### src/rtl/lvt_pkg.sv
package lvt_pkg;

    // Delivery-mode encodings decoded by the entry
    localparam logic [2:0] MODE_FIXED = 3'b000;
    localparam logic [2:0] MODE_SMI   = 3'b010;
    localparam logic [2:0] MODE_NMI   = 3'b100;

    // Bit positions inside the entry word
    localparam int MODE_LSB  = 8;
    localparam int DSTAT_BIT = 12;
    localparam int MASK_BIT  = 16;

    typedef enum logic [1:0] {
        ACT_NONE  = 2'd0,
        ACT_FIXED = 2'd1,
        ACT_SMI   = 2'd2,
        ACT_NMI   = 2'd3
    } act_e;

    typedef enum logic {
        ST_IDLE    = 1'b0,
        ST_DELIVER = 1'b1
    } state_e;

endpackage

### src/rtl/lvt_regs.sv
module lvt_regs
    import lvt_pkg::*;
#(
    parameter int          ADDR_W    = 12,
    parameter int          VEC_W     = 8,
    parameter logic [11:0] ENTRY_OFS = 12'h2F0,
    parameter logic [11:0] STAT_OFS  = 12'h280
) (
    input  logic              clk,
    input  logic              rst_n,
    input  logic              bus_wr,
    input  logic [ADDR_W-1:0] bus_addr,
    input  logic [31:0]       bus_wdata,
    output logic [31:0]       bus_rdata,
    input  logic              dstat_i,
    input  logic [1:0]        status_i,
    output logic [VEC_W-1:0]  vec_o,
    output logic [2:0]        mode_o,
    output logic              mask_o,
    output logic              stat_clr_o
);

    localparam logic [ADDR_W-1:0] ENTRY_A = ADDR_W'(ENTRY_OFS);
    localparam logic [ADDR_W-1:0] STAT_A  = ADDR_W'(STAT_OFS);

    logic entry_wr;

    assign entry_wr   = bus_wr && (bus_addr == ENTRY_A);
    assign stat_clr_o = bus_wr && (bus_addr == STAT_A);

    always_ff @(posedge clk or negedge rst_n) begin
        if (!rst_n) begin
            vec_o  <= '0;
            mode_o <= MODE_FIXED;
            mask_o <= 1'b1;
        end else if (entry_wr) begin
            vec_o  <= bus_wdata[VEC_W-1:0];
            mode_o <= bus_wdata[MODE_LSB +: 3];
            mask_o <= bus_wdata[MASK_BIT];
        end
    end

    always_comb begin
        bus_rdata = '0;
        if (bus_addr == ENTRY_A) begin
            bus_rdata[VEC_W-1:0]       = vec_o;
            bus_rdata[MODE_LSB +: 3]   = mode_o;
            bus_rdata[DSTAT_BIT]       = dstat_i;
            bus_rdata[MASK_BIT]        = mask_o;
        end else if (bus_addr == STAT_A) begin
            bus_rdata[1:0] = status_i;
        end
    end

    // the entry comes out of reset masked
    p_mask_after_reset_r1: assert property (@(posedge clk) !rst_n |=> mask_o);

    // the delivery-status bit follows the controller, not the bus
    p_dstat_not_written_r2: assert property (@(posedge clk) disable iff (!rst_n)
        (bus_addr == ENTRY_A) |-> (bus_rdata[DSTAT_BIT] == dstat_i));

endmodule

### src/rtl/lvt_classify.sv
module lvt_classify
    import lvt_pkg::*;
#(
    parameter int VEC_W     = 8,
    parameter int MIN_LEGAL = 16
) (
    input  logic [2:0]       mode_i,
    input  logic [VEC_W-1:0] vec_i,
    output act_e             act_o,
    output logic             bad_vec_o,
    output logic             bad_mode_o
);

    localparam logic [VEC_W-1:0] FLOOR = VEC_W'(MIN_LEGAL);

    always_comb begin
        act_o      = ACT_NONE;
        bad_vec_o  = 1'b0;
        bad_mode_o = 1'b0;
        case (mode_i)
            MODE_FIXED: begin
                if (vec_i < FLOOR) bad_vec_o = 1'b1;
                else               act_o     = ACT_FIXED;
            end
            MODE_SMI: act_o = ACT_SMI;
            MODE_NMI: act_o = ACT_NMI;
            default:  bad_mode_o = 1'b1;
        endcase
    end

    // a rejected setting never yields an action
    always_comb begin
        a_reject_no_act_r7: assert ((bad_vec_o || bad_mode_o) ? (act_o == ACT_NONE) : 1'b1);
    end

endmodule

### src/rtl/lvt_fsm.sv
module lvt_fsm
    import lvt_pkg::*;
#(
    parameter int VEC_W     = 8,
    parameter int MIN_LEGAL = 16
) (
    input  logic             clk,
    input  logic             rst_n,
    input  logic             err_evt,
    input  logic             core_accept,
    input  logic             mask_i,
    input  act_e             act_i,
    input  logic             bad_vec_i,
    input  logic             bad_mode_i,
    input  logic [VEC_W-1:0] vec_i,
    input  logic             stat_clr_i,
    output logic             busy_o,
    output logic             fixed_req,
    output logic [VEC_W-1:0] fixed_vec,
    output logic             smi_req,
    output logic             nmi_req,
    output logic [1:0]       status_o
);

    state_e           state_q, state_d;
    act_e             kind_q, kind_d;
    logic [VEC_W-1:0] vec_q, vec_d;
    logic             pend_q, pend_d;
    logic             ill_q, ill_d;
    logic             uns_q, uns_d;
    logic             trig;

    assign trig = err_evt || pend_q;

    // Next-state and bookkeeping logic
    always_comb begin
        state_d = state_q;
        kind_d  = kind_q;
        vec_d   = vec_q;
        pend_d  = pend_q;
        ill_d   = stat_clr_i ? 1'b0 : ill_q;
        uns_d   = stat_clr_i ? 1'b0 : uns_q;
        unique case (state_q)
            ST_IDLE: begin
                pend_d = 1'b0;
                if (trig && !mask_i) begin
                    if (act_i != ACT_NONE) begin
                        state_d = ST_DELIVER;   // launch
                        kind_d  = act_i;
                        vec_d   = vec_i;
                    end else begin              // drop with status
                        if (bad_vec_i)  ill_d = 1'b1;
                        if (bad_mode_i) uns_d = 1'b1;
                    end
                end
            end
            ST_DELIVER: begin
                if (err_evt) pend_d = 1'b1;
                if (core_accept) state_d = ST_IDLE;  // accept
            end
        endcase
    end

    // State register
    always_ff @(posedge clk or negedge rst_n) begin
        if (!rst_n) begin
            state_q <= ST_IDLE;
            kind_q  <= ACT_NONE;
            vec_q   <= '0;
            pend_q  <= 1'b0;
            ill_q   <= 1'b0;
            uns_q   <= 1'b0;
        end else begin
            state_q <= state_d;
            kind_q  <= kind_d;
            vec_q   <= vec_d;
            pend_q  <= pend_d;
            ill_q   <= ill_d;
            uns_q   <= uns_d;
        end
    end

    // Outputs
    always_comb begin
        busy_o    = 1'b0;
        fixed_req = 1'b0;
        smi_req   = 1'b0;
        nmi_req   = 1'b0;
        fixed_vec = '0;
        unique case (state_q)
            ST_IDLE: ;
            ST_DELIVER: begin
                busy_o    = 1'b1;
                fixed_req = (kind_q == ACT_FIXED);
                smi_req   = (kind_q == ACT_SMI);
                nmi_req   = (kind_q == ACT_NMI);
                fixed_vec = (kind_q == ACT_FIXED) ? vec_q : '0;
            end
        endcase
        status_o = {uns_q, ill_q};
    end

    // never more than one request line
    p_one_request_r11: assert property (@(posedge clk) disable iff (!rst_n)
        $onehot0({fixed_req, smi_req, nmi_req}));

    // a fixed request never carries an illegal vector
    p_fixed_vec_legal_r5: assert property (@(posedge clk) disable iff (!rst_n)
        fixed_req |-> (fixed_vec >= VEC_W'(MIN_LEGAL)));

    // the request and its vector hold until accepted
    p_request_holds_r4: assert property (@(posedge clk) disable iff (!rst_n)
        (busy_o && !core_accept) |=> (busy_o && $stable(fixed_vec)
                                      && $stable({fixed_req, smi_req, nmi_req})));

    // a masked entry never launches
    p_masked_no_launch_r3: assert property (@(posedge clk) disable iff (!rst_n)
        (!busy_o && mask_i) |=> !busy_o);

    // accept ends the delivery on the next cycle
    p_accept_ends_r8: assert property (@(posedge clk) disable iff (!rst_n)
        (busy_o && core_accept) |=> !busy_o);

    // a status write with no new error leaves both flags clear
    p_status_clear_r10: assert property (@(posedge clk) disable iff (!rst_n)
        (stat_clr_i && (busy_o || !trig || mask_i)) |=> (status_o == 2'b00));

endmodule

### src/rtl/err_lvt_entry.sv
module err_lvt_entry
    import lvt_pkg::*;
#(
    parameter int          ADDR_W    = 12,
    parameter int          VEC_W     = 8,
    parameter int          MIN_LEGAL = 16,
    parameter logic [11:0] ENTRY_OFS = 12'h2F0,
    parameter logic [11:0] STAT_OFS  = 12'h280
) (
    input  logic              clk,
    input  logic              rst_n,
    input  logic              bus_wr,
    input  logic [ADDR_W-1:0] bus_addr,
    input  logic [31:0]       bus_wdata,
    output logic [31:0]       bus_rdata,
    input  logic              err_evt,
    input  logic              core_accept,
    output logic              fixed_req,
    output logic [VEC_W-1:0]  fixed_vec,
    output logic              smi_req,
    output logic              nmi_req,
    output logic [1:0]        err_status
);

    logic [VEC_W-1:0] vec;
    logic [2:0]       mode;
    logic             mask;
    logic             stat_clr;
    logic             busy;
    act_e             act;
    logic             bad_vec;
    logic             bad_mode;

    lvt_regs #(
        .ADDR_W(ADDR_W), .VEC_W(VEC_W),
        .ENTRY_OFS(ENTRY_OFS), .STAT_OFS(STAT_OFS)
    ) u_regs (
        .clk(clk), .rst_n(rst_n),
        .bus_wr(bus_wr), .bus_addr(bus_addr),
        .bus_wdata(bus_wdata), .bus_rdata(bus_rdata),
        .dstat_i(busy), .status_i(err_status),
        .vec_o(vec), .mode_o(mode), .mask_o(mask),
        .stat_clr_o(stat_clr)
    );

    lvt_classify #(.VEC_W(VEC_W), .MIN_LEGAL(MIN_LEGAL)) u_cls (
        .mode_i(mode), .vec_i(vec),
        .act_o(act), .bad_vec_o(bad_vec), .bad_mode_o(bad_mode)
    );

    lvt_fsm #(.VEC_W(VEC_W), .MIN_LEGAL(MIN_LEGAL)) u_fsm (
        .clk(clk), .rst_n(rst_n),
        .err_evt(err_evt), .core_accept(core_accept),
        .mask_i(mask), .act_i(act),
        .bad_vec_i(bad_vec), .bad_mode_i(bad_mode),
        .vec_i(vec), .stat_clr_i(stat_clr),
        .busy_o(busy),
        .fixed_req(fixed_req), .fixed_vec(fixed_vec),
        .smi_req(smi_req), .nmi_req(nmi_req),
        .status_o(err_status)
    );

endmodule

### config.mk
export PLATFORM = sky130hd
export DESIGN_NAME = err_lvt_entry
export DESIGN_NICKNAME = d
export VERILOG_FILES = /design/src/rtl/lvt_pkg.sv /design/src/rtl/lvt_regs.sv /design/src/rtl/lvt_classify.sv /design/src/rtl/lvt_fsm.sv /design/src/rtl/err_lvt_entry.sv
export SDC_FILE = /design/constraint.sdc
export NUM_CORES = 1
export LEC_CHECK = 0
export BUFFER_PORTS_ARGS = -buffer_cell sky130_fd_sc_hd__buf_2
export CORE_UTILIZATION = 30
export CTS_CLUSTER_SIZE = 12
export DETAILED_ROUTE_END_ITERATION = 10
export HOLD_SLACK_MARGIN = 0.02
export PLACE_DENSITY = 0.58
export REMOVE_ABC_BUFFERS = 1
export SLEW_MARGIN = 20
export SYNTH_ARGS = -nofsm -noshare
export SYNTH_HDL_FRONTEND = slang
export SYNTH_HIERARCHICAL = 1
export SYNTH_SLANG_ARGS = --single-unit
### constraint.sdc
create_clock -name clk -period 2.5 [get_ports clk]
set_input_delay 0 -clock clk [delete_from_list [all_inputs] [get_ports clk]]
set_output_delay 0 -clock clk [all_outputs]
set_load 0.03 [all_outputs]
Word level (Yosys, flattened, before mapping)

Cells that the tools add are included.

Divide/modulo/power cells: 0
Bitwise gates (word level): 1
$lt $le $gt $ge: 1
Mux-type cells: 31
Shift operators: 0
Reduce and logical (&&, ||, !) cells: 9
Equal/unequal tests: 8
Add/sub/neg operators: 0
$mul: 0

Operators by type and width:

| kind                   | count |
|---|---|
| $eq A12 B10 Y1 const B | 2 |
| $mux W1                | 23 |
| $mux W8                | 2 |
| $mux W9                | 1 |
| $lt A8 B5 Y1 const B   | 1 |
| $pmux W2 S3            | 1 |
| $eq A2 B2 Y1 const B   | 2 |
| $mux W2                | 2 |
| $pmux W1 S2            | 2 |
| $eq A3 B2 Y1 const B   | 1 |
| $eq A3 B3 Y1 const B   | 1 |
| $logic_and A1 B1 Y1    | 3 |
| $logic_not A3 Y1       | 1 |
| $reduce_and A3 Y1      | 1 |
| $reduce_or A3 Y1       | 1 |
| $eq A2 B1 Y1 const B   | 1 |
| $ne A2 B2 Y1 const B   | 1 |
| $reduce_bool A2 Y1     | 1 |
| $logic_not A1 Y1       | 1 |
| $logic_or A1 B1 Y1     | 1 |
| $not A1 Y1             | 1 |

Bits in writable memories: 0
Register bits after elaboration: 26
Input bits: 49
Memories kept: 0
Bits in read-only memories: 0
Latch bits: 0

Logic depth before layout (Yosys ltp)

Depth after elaboration: 7
Depth in mapped cells: 5

Modules after synthesis

Netlist, hierarchy kept.

By module, submodules not included:

| module       | sequential area each (um2) | area each (um2) | cells each | times used |
|---|---|---|---|---|
| lvt_regs     | 301.5                      | 820.8           | 70         | 1 |
| lvt_fsm      | 350.3                      | 654.4           | 54         | 1 |
| lvt_classify | 0.0                        | 52.6            | 8          | 1 |

Worst setup path before layout

No wires, ideal clock.

Path type: reg-to-reg
Start: register u_regs.mode_o[1]
End: register u_fsm.vec_q[0]
Path slack: 0.717 ns
Cell stages (with the launch flop): 6
Data arrival time: 1.658 ns
Data required time: 2.375 ns
Cell sequence: dfrtp_1 nor2_1 a21boi_0 nor2_1 nor4_4 mux2_2

Cells in the longest elaborated chain, start to end: 4
Elaborated cells on any way between the ends: 6
Classes of those cells: eq/ne: 2; mux: 1; reduce/logical: 3

Ends and longest elaborated chain:

| item                                       | line                | text |
|---|---|---|
| from (decl)                                | lvt_regs.sv:18      | `output logic [2:0] mode_o,` |
| from (signal assigned)                     | lvt_regs.sv:38      | `mode_o <= bus_wdata[MODE_LSB +: 3];` |
| $eq A3 B3 Y1, or another cell as far along | lvt_classify.sv:20  | `case (mode_i)` |
| $pmux W2 S3 *                              | lvt_classify.sv:20  |  |
| via act[0]                                 | err_lvt_entry.sv:30 | `act_e act;` |
| $reduce_bool A2 Y1 *                       | lvt_fsm.sv:47       | `if (act_i != ACT_NONE) begin` |
| $reduce_and A3 Y1 (no line) *              | n/a                 |  |
| to (signal assigned)                       | lvt_fsm.sv:76       | `vec_q <= vec_d;` |
| to (decl)                                  | lvt_fsm.sv:27       | `logic [VEC_W-1:0] vec_q, vec_d;` |

The timed path passes the listed nets; every way through them passes the cells marked *.
A chain may end at the register's enable or synchronous reset.

Worst setup path after layout

Same ends and word-level chain as after synthesis.

==> impl_metrics.tcl <==
set metrics [dict create \
    fin_area_um2 1970 \
    path_clk_slew_ps 90 \
    placementRows 25 \
    status "complete, no violations" \
    min_to "u_fsm/pend_q$_DFFE_PN0P_" \
    end_kind "flop" \
    arrival_ps 2030 \
    syn_avg_cell_area_um2 11.6 \
    clk_latency_ps 270 \
    wl_met2_um 1500 \
    dieArea_um2 5380 \
    nFillCells 481 \
    yosysWarningCount 6 \
    reg2reg_from "u_regs/mode_o[1]$_DFFE_PN0P_" \
    wl_per_cell_um 11.5 \
    layout-drive-gt1-share_pct 45.7 \
    clock_sinks 26 \
    fin_util_pct 40.9 \
    cp.required_ps 2660 \
    dpl_cell_area_um2 1770 \
    drv_cap 0 \
    crit_path_top_delay_cell "dfrtp_1" \
    viasPerCell 4.25 \
    synth_area_um2 1530 \
    cp_common_cell "nor2_1" \
    path_cells "nor2_1 -> a21boi_0 -> nor2_1 -> nor4_4 -> buf_4 -> mux2_2" \
    antenna_found_initial 0 \
    hold_class "input pin to flop" \
    max_stage_delay_ps 430 \
    place.gp.congestion 0.744 \
    power_uw 824 \
    reg2regPathDepth 6 \
    grt_pass1_wl_um 4880 \
    final.min_clock_period_ps 1880 \
    p_leak_nw 1.08 \
    overflow 0 \
    finalHoldViolations 0 \
    cts_tree "built" \
    rsz0062_at_grt "false" \
    drc 0 \
    coreArea_um2 4820 \
    vias 1130 \
    relSlewSlack_pct 61.4 \
    wl_met3_um 219 \
    antenna_cells 0 \
    fin_skew_ps 5.93 \
    drtPass1Iterations 4 \
    timing.rr.end "u_fsm/vec_q[0]$_DFFE_PN0P_" \
    htreeDepth 1 \
    seq_area_frac_synth_pct 42.7 \
    drt-total-wl_um 3060 \
    nets 249 \
    crit_type "flop to flop" \
    initial_utilization_pct 31.7 \
    crit_path_start_kind "flop" \
    finalCritPeriodShare_pct 75.1 \
    grt_max_degree 27 \
    crit_path_max_fanout 9 \
    ios 94 \
    setup_viol 0 \
    fmax_mhz 533 \
    drt_iter0_drc 14 \
    top_layer "met4" \
    clockRootBuffer "clkbuf_8" \
    area_growth_pct 28.8 \
    ys_ff_latch 26 \
    worstHoldStart "err_evt" \
    ir_drop_mv 0.218 \
    drv_slew 0 \
    grt_pass1_vias 1020 \
    synth.distinct_cells 30 \
    cts_buffers 3 \
    tightestPinTransition_ps 577 \
    grt.total_usage_pct 11.8 \
    reg2reg_setup_slack_ps 620 \
    die_width_um 73.4 \
    p_per_area_nw_per_um2 419 \
    portBuffers 54 \
    antenna_left 0 \
    clockBufferDepth 2 \
    hold_path_depth 3 \
    fin_setup_tns_ps 0 \
    synthCells 132 \
    die_y_um 73.4 \
    wl_met1_um 1330 \
    detailed_place_hpwl_um 2210 \
]
logic make-up after synthesis:
| logic type | after synthesis | synth area share [%] |
|---|---|---|
| flops | 26 | 42.7 |
| xor+xnor | 1 | 0.573 |
| compound gates | 9 | 5.08 |
| buf+inv | 26 | 12.5 |
| simple gates | 49 | 21.7 |
| mux | 20 | 17.2 |
| other cells | 1 | 0.245 |
registers in the layout, summed over array words and instances, names as in the netlist:
signal,count
u_fsm/uns_q,1
u_regs/mask_o,1
u_fsm/vec_q,8
u_fsm/ill_q,1
u_regs/vec_o,8
u_fsm/state_q,1
u_fsm/kind_q,2
u_regs/mode_o,3
u_fsm/pend_q,1
cell usage in the layout, fill, tap and decap left out, types with 2 or more instances in the layout:
master | Yosys | final
dfrtp_1 | 25 | 25
buf_2 | 0 | 54
nand3_1 | 2 | 2
clkbuf_8 | 0 | 4
a32o_1 | 2 | 2
nand2_1 | 4 | 4
mux2_4 | 10 | 10
nor4_4 | 2 | 2
conb_1 | 1 | 19
a22o_1 | 2 | 2
and3_2 | 2 | 2
dlygate4sd3_1 | 0 | 14
nor2_1 | 11 | 11
a22oi_1 | 2 | 2
inv_1 | 2 | 2
a21o_2 | 2 | 2
and2_1 | 19 | 19
mux2_2 | 10 | 10
report_power, final:
part,internal [mW],switching (mW)
Clock,0.141,0.131
Combinational,0.0440,0.0710
Sequential,0.429,0.00902
Total,0.613,0.211
metal layers:
| metal | GRT usage (%) | vias to the layer above |
|---|---|---|
| li1 | - | 544 |
| met1 | 15.6 | 539 |
| met2 | 20.1 | 45 |
| met3 | 3.02 | 2 |
| met4 | 1.28 | 0 |
| met5 | 0 | - |
layout make-up:
class                      count  area [um^2]  area share, %
multi-input combinational     98          752           38.2
sequential                    26          652           33.1
timing repair buffer          69          418           21.2
tap                           67         83.8           4.26
clock buffer                   4         55.1           2.80
inverter                       2         7.51          0.381
worst max-delay path: cells and delay by family (launching register included):
family / cells / cell delay (ps)
and+or+nand+nor: 3 / 450
DFF: 1 / 430
muxes: 1 / 340
AOI/OAI and AO/OA: 1 / 330
buffers and inverters: 1 / 220
how the worst max path moves through the flow:
stage / depth (start not counted) / from / slack (ps) / end
6_report: 6 / u_regs/mode_o[1]$_DFFE_PN0P_ / 620 / u_fsm/vec_q[0]$_DFFE_PN0P_
5_1_grt: 6 / u_regs/mode_o[1]$_DFFE_PN0P_ / 410 / u_fsm/vec_q[1]$_DFFE_PN0P_
3_5_place_dp: 6 / u_regs/mode_o[1]$_DFFE_PN0P_ / 640 / u_fsm/vec_q[3]$_DFFE_PN0P_
4_1_cts: 6 / u_regs/mode_o[1]$_DFFE_PN0P_ / 630 / u_fsm/vec_q[0]$_DFFE_PN0P_
2_1_floorplan: 5 / u_regs/mode_o[1]$_DFFE_PN0P_ / 720 / u_fsm/vec_q[0]$_DFFE_PN0P_
3_3_place_gp: 6 / u_regs/mode_o[1]$_DFFE_PN0P_ / 630 / u_fsm/vec_q[3]$_DFFE_PN0P_
per-stage QoR:
| stage | instances | setup slack (ps) | hold slack (ps) |
|---|---|---|---|
| 2_1_floorplan | 126 | 717 | -296 |
| 3_5_place_dp | 248 | 638 | 37.5 |
| 4_1_cts | 266 | 625 | 104 |
| 3_3_place_gp | 248 | 632 | 29.6 |
| 6_report | 266 | 624 | 108 |
| 5_1_grt | 266 | 409 | 126 |
what timing repair did:
action,4_1_cts,5_1_grt
endpoints found under the hold margin,38,0
hold buffers,14,0
buffers inserted,0,0
resized for setup,0,0
Yosys cell counts, drive strengths merged:
cell type	n	area (um^2)
nor4b	2	32.5
a21boi	1	7.51
a21o	2	17.5
xnor2	1	8.76
and2	20	126
nand3	2	10.0
dfrtp	25	626
mux2	20	263
conb	1	3.75
nor2	11	41.3
dfstp	1	26.3
a32o	2	20.0
nand4	1	12.5
buf	23	180
nand2	4	15.0
nor3	2	15.0
or2	1	6.26
a22oi	2	15.0
nor4	2	42.5
inv	2	7.51
clkbuf	1	3.75
and4	1	8.76
and3	3	21.3
a22o	2	17.5
Power figures use the tool's default switching activity.
